$ cat config.mk
export PLATFORM = sky130hd
export DESIGN_NAME = dbg_evt_logger
export DESIGN_NICKNAME = d
export VERILOG_FILES = /design/src/rtl/dbg_evt_pkg.sv /design/src/rtl/dbg_evt_detect.sv /design/src/rtl/dbg_evt_status.sv /design/src/rtl/dbg_evt_issue.sv /design/src/rtl/dbg_evt_logger.sv
export SDC_FILE = /design/constraint.sdc
export NUM_CORES = 1
export LEC_CHECK = 0
export ABC_AREA = 1
export BUFFER_PORTS_ARGS = -buffer_cell sky130_fd_sc_hd__buf_2
export CAP_MARGIN = 10
export CORE_UTILIZATION = 39
export CTS_BUF_LIST = sky130_fd_sc_hd__clkbuf_4
export CTS_CLUSTER_DIAMETER = 150
export DETAILED_ROUTE_END_ITERATION = 10
export PLACE_DENSITY_LB_ADDON = 0.25
export RECOVER_POWER = 25
export SLEW_MARGIN = 20
export SYNTH_ARGS = -nofsm -noshare
export SYNTH_HDL_FRONTEND = slang
export SYNTH_HIERARCHICAL = 1
export SYNTH_SLANG_ARGS = --single-unit
$ cat constraint.sdc
create_clock -name clk -period 1.5 [get_ports clk]
set_input_delay 0.3 -clock clk [delete_from_list [all_inputs] [get_ports clk]]
set_output_delay 0.3 -clock clk [all_outputs]
set_load 0.02 [all_outputs]
$ cat src/rtl/dbg_evt_pkg.sv
package dbg_evt_pkg;
  localparam int STS_W   = 3;
  localparam int STS_IRQ = 0;
  localparam int STS_RET = 1;
  localparam int STS_IMP = 2;

  typedef enum logic [1:0] {
    SRC_NONE = 2'd0,
    SRC_IRQ  = 2'd1,
    SRC_RET  = 2'd2,
    SRC_DLY  = 2'd3
  } req_src_e;
endpackage

$ cat src/rtl/dbg_evt_detect.sv
module dbg_evt_detect (
  input  logic en_irq_evt,
  input  logic en_ret_evt,
  input  logic msr_de,
  input  logic hi_prio_exc,
  input  logic nc_irq_take,
  input  logic rfi_exec,
  input  logic rfci_exec,
  input  logic ret_clears_de,
  output logic log_irq,
  output logic log_ret,
  output logic log_imp,
  output logic prec_irq,
  output logic prec_ret
);
  always_comb begin
    log_irq  = en_irq_evt & nc_irq_take;
    // critical return only counts while debug-enable is on
    log_ret  = en_ret_evt & (rfi_exec | (rfci_exec & msr_de));
    log_imp  = (log_irq | log_ret) & ~msr_de;
    prec_irq = log_irq & msr_de & ~hi_prio_exc;
    prec_ret = log_ret & msr_de & ~hi_prio_exc & ~ret_clears_de;
  end
endmodule

$ cat src/rtl/dbg_evt_status.sv
module dbg_evt_status
  import dbg_evt_pkg::*;
(
  input  logic             clk,
  input  logic             rst_n,
  input  logic             log_irq,
  input  logic             log_ret,
  input  logic             log_imp,
  input  logic             clr_we,
  input  logic [STS_W-1:0] clr_mask,
  input  logic             take_any,
  output logic [STS_W-1:0] sts,
  output logic             armed,
  output logic             evt_live
);
  logic [STS_W-1:0] set_vec;
  logic [STS_W-1:0] sts_n;
  logic             armed_n;

  always_comb begin
    set_vec          = '0;
    set_vec[STS_IRQ] = log_irq;
    set_vec[STS_RET] = log_ret;
    set_vec[STS_IMP] = log_imp;
    sts_n    = (sts & ~(clr_we ? clr_mask : {STS_W{1'b0}})) | set_vec;
    evt_live = sts_n[STS_IRQ] | sts_n[STS_RET];
    if (!evt_live)      armed_n = 1'b0;
    else if (log_imp)   armed_n = 1'b1;
    else if (take_any)  armed_n = 1'b0;
    else                armed_n = armed;
  end

  always_ff @(posedge clk or negedge rst_n) begin
    if (!rst_n) begin
      sts   <= '0;
      armed <= 1'b0;
    end else begin
      sts   <= sts_n;
      armed <= armed_n;
    end
  end
endmodule

$ cat src/rtl/dbg_evt_issue.sv
module dbg_evt_issue
  import dbg_evt_pkg::*;
#(
  parameter int AW = 32
) (
  input  logic          clk,
  input  logic          rst_n,
  input  logic          prec_irq,
  input  logic          prec_ret,
  input  logic          armed,
  input  logic          msr_de,
  input  logic          evt_live,
  input  logic [AW-1:0] nc_irq_vec,
  input  logic [AW-1:0] ret_next_pc,
  input  logic [AW-1:0] de_next_pc,
  output logic          take_any,
  output logic          dbg_req,
  output logic [AW-1:0] dbg_addr,
  output logic          dbg_delayed
);
  req_src_e      src;
  logic [AW-1:0] addr_n;

  always_comb begin
    if (prec_irq)                        src = SRC_IRQ;
    else if (prec_ret)                   src = SRC_RET;
    else if (armed & msr_de & evt_live)  src = SRC_DLY;
    else                                 src = SRC_NONE;
    take_any = (src != SRC_NONE);
    unique case (src)
      SRC_IRQ: addr_n = nc_irq_vec;
      SRC_RET: addr_n = ret_next_pc;
      SRC_DLY: addr_n = de_next_pc;
      default: addr_n = dbg_addr;
    endcase
  end

  always_ff @(posedge clk or negedge rst_n) begin
    if (!rst_n) begin
      dbg_req     <= 1'b0;
      dbg_delayed <= 1'b0;
    end else begin
      dbg_req     <= take_any;
      dbg_delayed <= (src == SRC_DLY);
    end
  end

  always_ff @(posedge clk or negedge rst_n) begin
    if (!rst_n)        dbg_addr <= '0;
    else if (take_any) dbg_addr <= addr_n;
  end
endmodule

$ cat src/rtl/dbg_evt_logger.sv
module dbg_evt_logger
  import dbg_evt_pkg::*;
#(
  parameter int AW = 32
) (
  input  logic             clk,
  input  logic             rst_n,
  input  logic             en_irq_evt,
  input  logic             en_ret_evt,
  input  logic             msr_de,
  input  logic             hi_prio_exc,
  input  logic             nc_irq_take,
  input  logic [AW-1:0]    nc_irq_vec,
  input  logic             rfi_exec,
  input  logic             rfci_exec,
  input  logic             ret_clears_de,
  input  logic [AW-1:0]    ret_next_pc,
  input  logic [AW-1:0]    de_next_pc,
  input  logic             sts_clr_we,
  input  logic [STS_W-1:0] sts_clr_mask,
  output logic [STS_W-1:0] sts,
  output logic             dbg_req,
  output logic [AW-1:0]    dbg_addr,
  output logic             dbg_delayed
);
  logic log_irq, log_ret, log_imp, prec_irq, prec_ret;
  logic take_any, armed, evt_live;

  dbg_evt_detect u_detect (
    .en_irq_evt    (en_irq_evt),
    .en_ret_evt    (en_ret_evt),
    .msr_de        (msr_de),
    .hi_prio_exc   (hi_prio_exc),
    .nc_irq_take   (nc_irq_take),
    .rfi_exec      (rfi_exec),
    .rfci_exec     (rfci_exec),
    .ret_clears_de (ret_clears_de),
    .log_irq       (log_irq),
    .log_ret       (log_ret),
    .log_imp       (log_imp),
    .prec_irq      (prec_irq),
    .prec_ret      (prec_ret)
  );

  dbg_evt_status u_status (
    .clk      (clk),
    .rst_n    (rst_n),
    .log_irq  (log_irq),
    .log_ret  (log_ret),
    .log_imp  (log_imp),
    .clr_we   (sts_clr_we),
    .clr_mask (sts_clr_mask),
    .take_any (take_any),
    .sts      (sts),
    .armed    (armed),
    .evt_live (evt_live)
  );

  dbg_evt_issue #(.AW(AW)) u_issue (
    .clk         (clk),
    .rst_n       (rst_n),
    .prec_irq    (prec_irq),
    .prec_ret    (prec_ret),
    .armed       (armed),
    .msr_de      (msr_de),
    .evt_live    (evt_live),
    .nc_irq_vec  (nc_irq_vec),
    .ret_next_pc (ret_next_pc),
    .de_next_pc  (de_next_pc),
    .take_any    (take_any),
    .dbg_req     (dbg_req),
    .dbg_addr    (dbg_addr),
    .dbg_delayed (dbg_delayed)
  );
endmodule

==> impl_metrics.tcl <==
set metrics [dict create \
    outcome "finished clean" \
    antenna_left 0 \
    setup_violations 0 \
    io_pins 147 \
    routedWlPerCell_um 12.3 \
    synthDominantAreaCellType "dfrtp_1" \
    ys_seq_area_frac 0.396 \
    port_buffers 146 \
    fp-row-count 28 \
    drc 0 \
    synth_area_um2 2400 \
    synthTopCellsByCount "81 x nand3_1, 75 x nand2_1, 54 x inv_1, 38 x dfrtp_1, 20 x o21ai_0" \
    htree_levels 2 \
    fin_hold_ws_ns 0.241 \
    cts_tree "done" \
    crit_arrival_ns 1.75 \
    power.density_nw_per_um2 1130 \
    holdPathStages 3 \
    drt-initial-drc-count 79 \
    numCtsBuffers 5 \
    synth_area_leaders "dfrtp_1 40%, nand3_1 17%, nand2_1 12%" \
    detail_route.vias_per_cell 4.80 \
    die-area_um2 6470 \
    finalMaxSlewViolations 0 \
    place_hpwl_um 5280 \
    period_share 0.999 \
    placed_cells 566 \
    antenna_found_initial 0 \
    layout.nets 612 \
    fin_tns_setup_ns 0 \
    timing.fmax_ghz 0.668 \
    reg2reg_from "u_status/sts[1]" \
    dpl_cell_area_um2 3370 \
    min_path_type "primary input to flop" \
    synth_ff_type "dfrtp_1" \
    nFillCells 610 \
    grt-ovfl-total 0 \
    rsz0062_at_grt "yes" \
    first_pass_iters 4 \
    setup_ws_ns 0.00194 \
    p_leak_nw 1.98 \
    die_x_um 80.4 \
    synth-edff-count 0 \
    hold_violations 0 \
    fin_skew_ns 0.00498 \
    r2r_slack_ns 0.002 \
    die_h_um 80.4 \
    cts.sinks 38 \
    synth_nets 453 \
    initial_core_util 0.405 \
    synth.distinct_cells 23 \
    yosysWarnings 6 \
    pre_cts_slack_ns -0.292 \
    postLayoutCellArea_um2 3500 \
    async_flop_share 1.00 \
    grt_use_total 0.235 \
    vias 2771 \
    diodes 0 \
    drive_above_1_share 0.388 \
    place_congestion 0.833 \
    grt_pass1_wl_um 11700 \
    cts.path.max_buffers 2 \
    path_class "flop to flop" \
    relSlewSlack 0.781 \
    maxCapViolations 0 \
    worstPathMaxFanout 19 \
    syn2layout_area_growth_pct 45.8 \
    synth.most_common_cell "nand3_1" \
    syn_avg_cell_area_um2 7.00 \
    max-vdd-ir-drop_mv 0.491 \
    netlist_instances 343 \
    worst_pin_slew_ns 0.329 \
    total_power_mw 3.97 \
    ff2ff_path_depth 10 \
    cp-start-kind "flop" \
    clock_latency_ns 0.34 \
    synth_seq_cells 38 \
    grt_pass1_vias 2596 \
    final_cells 577 \
    reg2reg_to "u_issue/dbg_addr[13]" \
    drt-total-wl_um 7120 \
    end_kind "flop" \
    core_area_um2 5920 \
    grt_max_degree 35 \
    cts-root-buf "clkbuf_4" \
    utilization 0.591 \
    crit_required_ns 1.75 \
    fin_crit_ns 1.50 \
    cts.reportedPaths.clkPinSlew_ns 0.11 \
    hold_end "u_status/sts[2]" \
    hold_start "sts_clr_mask[2]" \
    yosysTopAreaCellShare 0.396 \
]
## area by class of cell
cell class,count,area [um^2],area share
multi-input cells,231,1190,0.340
inverters,56,221,0.0633
repair buffers,170,991,0.283
flip-flops and latches,38,951,0.272
well taps,75,93.8,0.0268
clock buffers,7,52.6,0.0150
## cell families (layout without fill, tap and decap cells)
logic type             after synthesis  in the layout  share of synthesized area
and+or+nand+nor                    207            208                      0.426
buffers and inverters               75            233                      0.129
DFF                                 38             38                      0.396
AOI/OAI and AO/OA                   23             23                     0.0490
## worst max-delay path by stage
stage                               start              endpoint  slack (ns)  cells past startpoint
after CTS                 u_status/sts[1]  u_issue/dbg_addr[13]       0.005                     10
after global routing      u_status/sts[1]   u_issue/dbg_addr[1]        -0.1                     10
after global placement             msr_de   u_issue/dbg_addr[7]       -0.22                     16
after floorplan               hi_prio_exc  u_issue/dbg_addr[13]     0.00002                     11
final                     u_status/sts[1]  u_issue/dbg_addr[13]       0.002                     10
after detailed placement           msr_de  u_issue/dbg_addr[12]       -0.29                     16
## sequential cells by signal (all words and copies together), names as in the netlist
register	count
u_issue/dbg_addr	32
u_issue/dbg_req	1
u_issue/dbg_delayed	1
u_status/armed	1
u_status/sts	3
## what timing repair did
action | CTS | global route
hold buffers | 1 | 0
pin swaps | 1 | 2
gates cloned | 1 | 0
hold endpoints to repair | 38 | 0
setup buffers | 1 | 1
setup endpoints to repair | 25 | 32
resized for setup | 4 | 12
## placed cells by master (no fill, tap or decap)
cell type / n
nor2_2: 1
nand2_4: 1
a21oi_1: 2
buf_12: 6
or2_1: 3
or2_0: 17
nor2_1: 3
buf_6: 1
o21ai_1: 6
o21ai_0: 14
inv_1: 52
a21o_1: 1
nand2_1: 73
nand3b_1: 14
inv_8: 1
nand2_2: 4
clkbuf_4: 7
clkbuf_1: 1
dlygate4sd3_1: 1
or2_4: 2
clkinvlp_4: 1
or2_2: 4
buf_4: 16
buf_2: 145
nand3_1: 81
nand2_8: 1
inv_2: 2
nand4_1: 1
nand3_4: 1
dfrtp_1: 38
nor2_4: 2
## power breakdown
group	total, mW	switching, mW	internal [mW]	leakage (nW)
logic	1.89	1.12	0.773	1.52
clock network	0.546	0.333	0.213	0.0322
registers	1.53	0.175	1.35	0.431
total	3.97	1.63	2.34	1.98
## critical path, stage by stage (launching register included)
cell and delay, ns:
dfrtp_1 0.39, nand2_1 0.08, nand2_2 0.07, nor2_4 0.12, inv_2 0.05, nand3_4 0.11, nand2_8 0.09, buf_12 0.16
or2_0 0.21, nand2_1 0.07, inv_1 0.03
## metal layers
metal | GRT usage | share of wire | vias to the layer above
met2 | 0.402 | 0.48 | 97
met3 | 0.0580 | 0.078 | 8
met4 | 0.0750 | 0.015 | 0
met1 | 0.288 | 0.43 | 1265
met5 | 0 | 0 | -
li1 | - | - | 1401
Note: power is estimated with default switching activity, not from simulation.
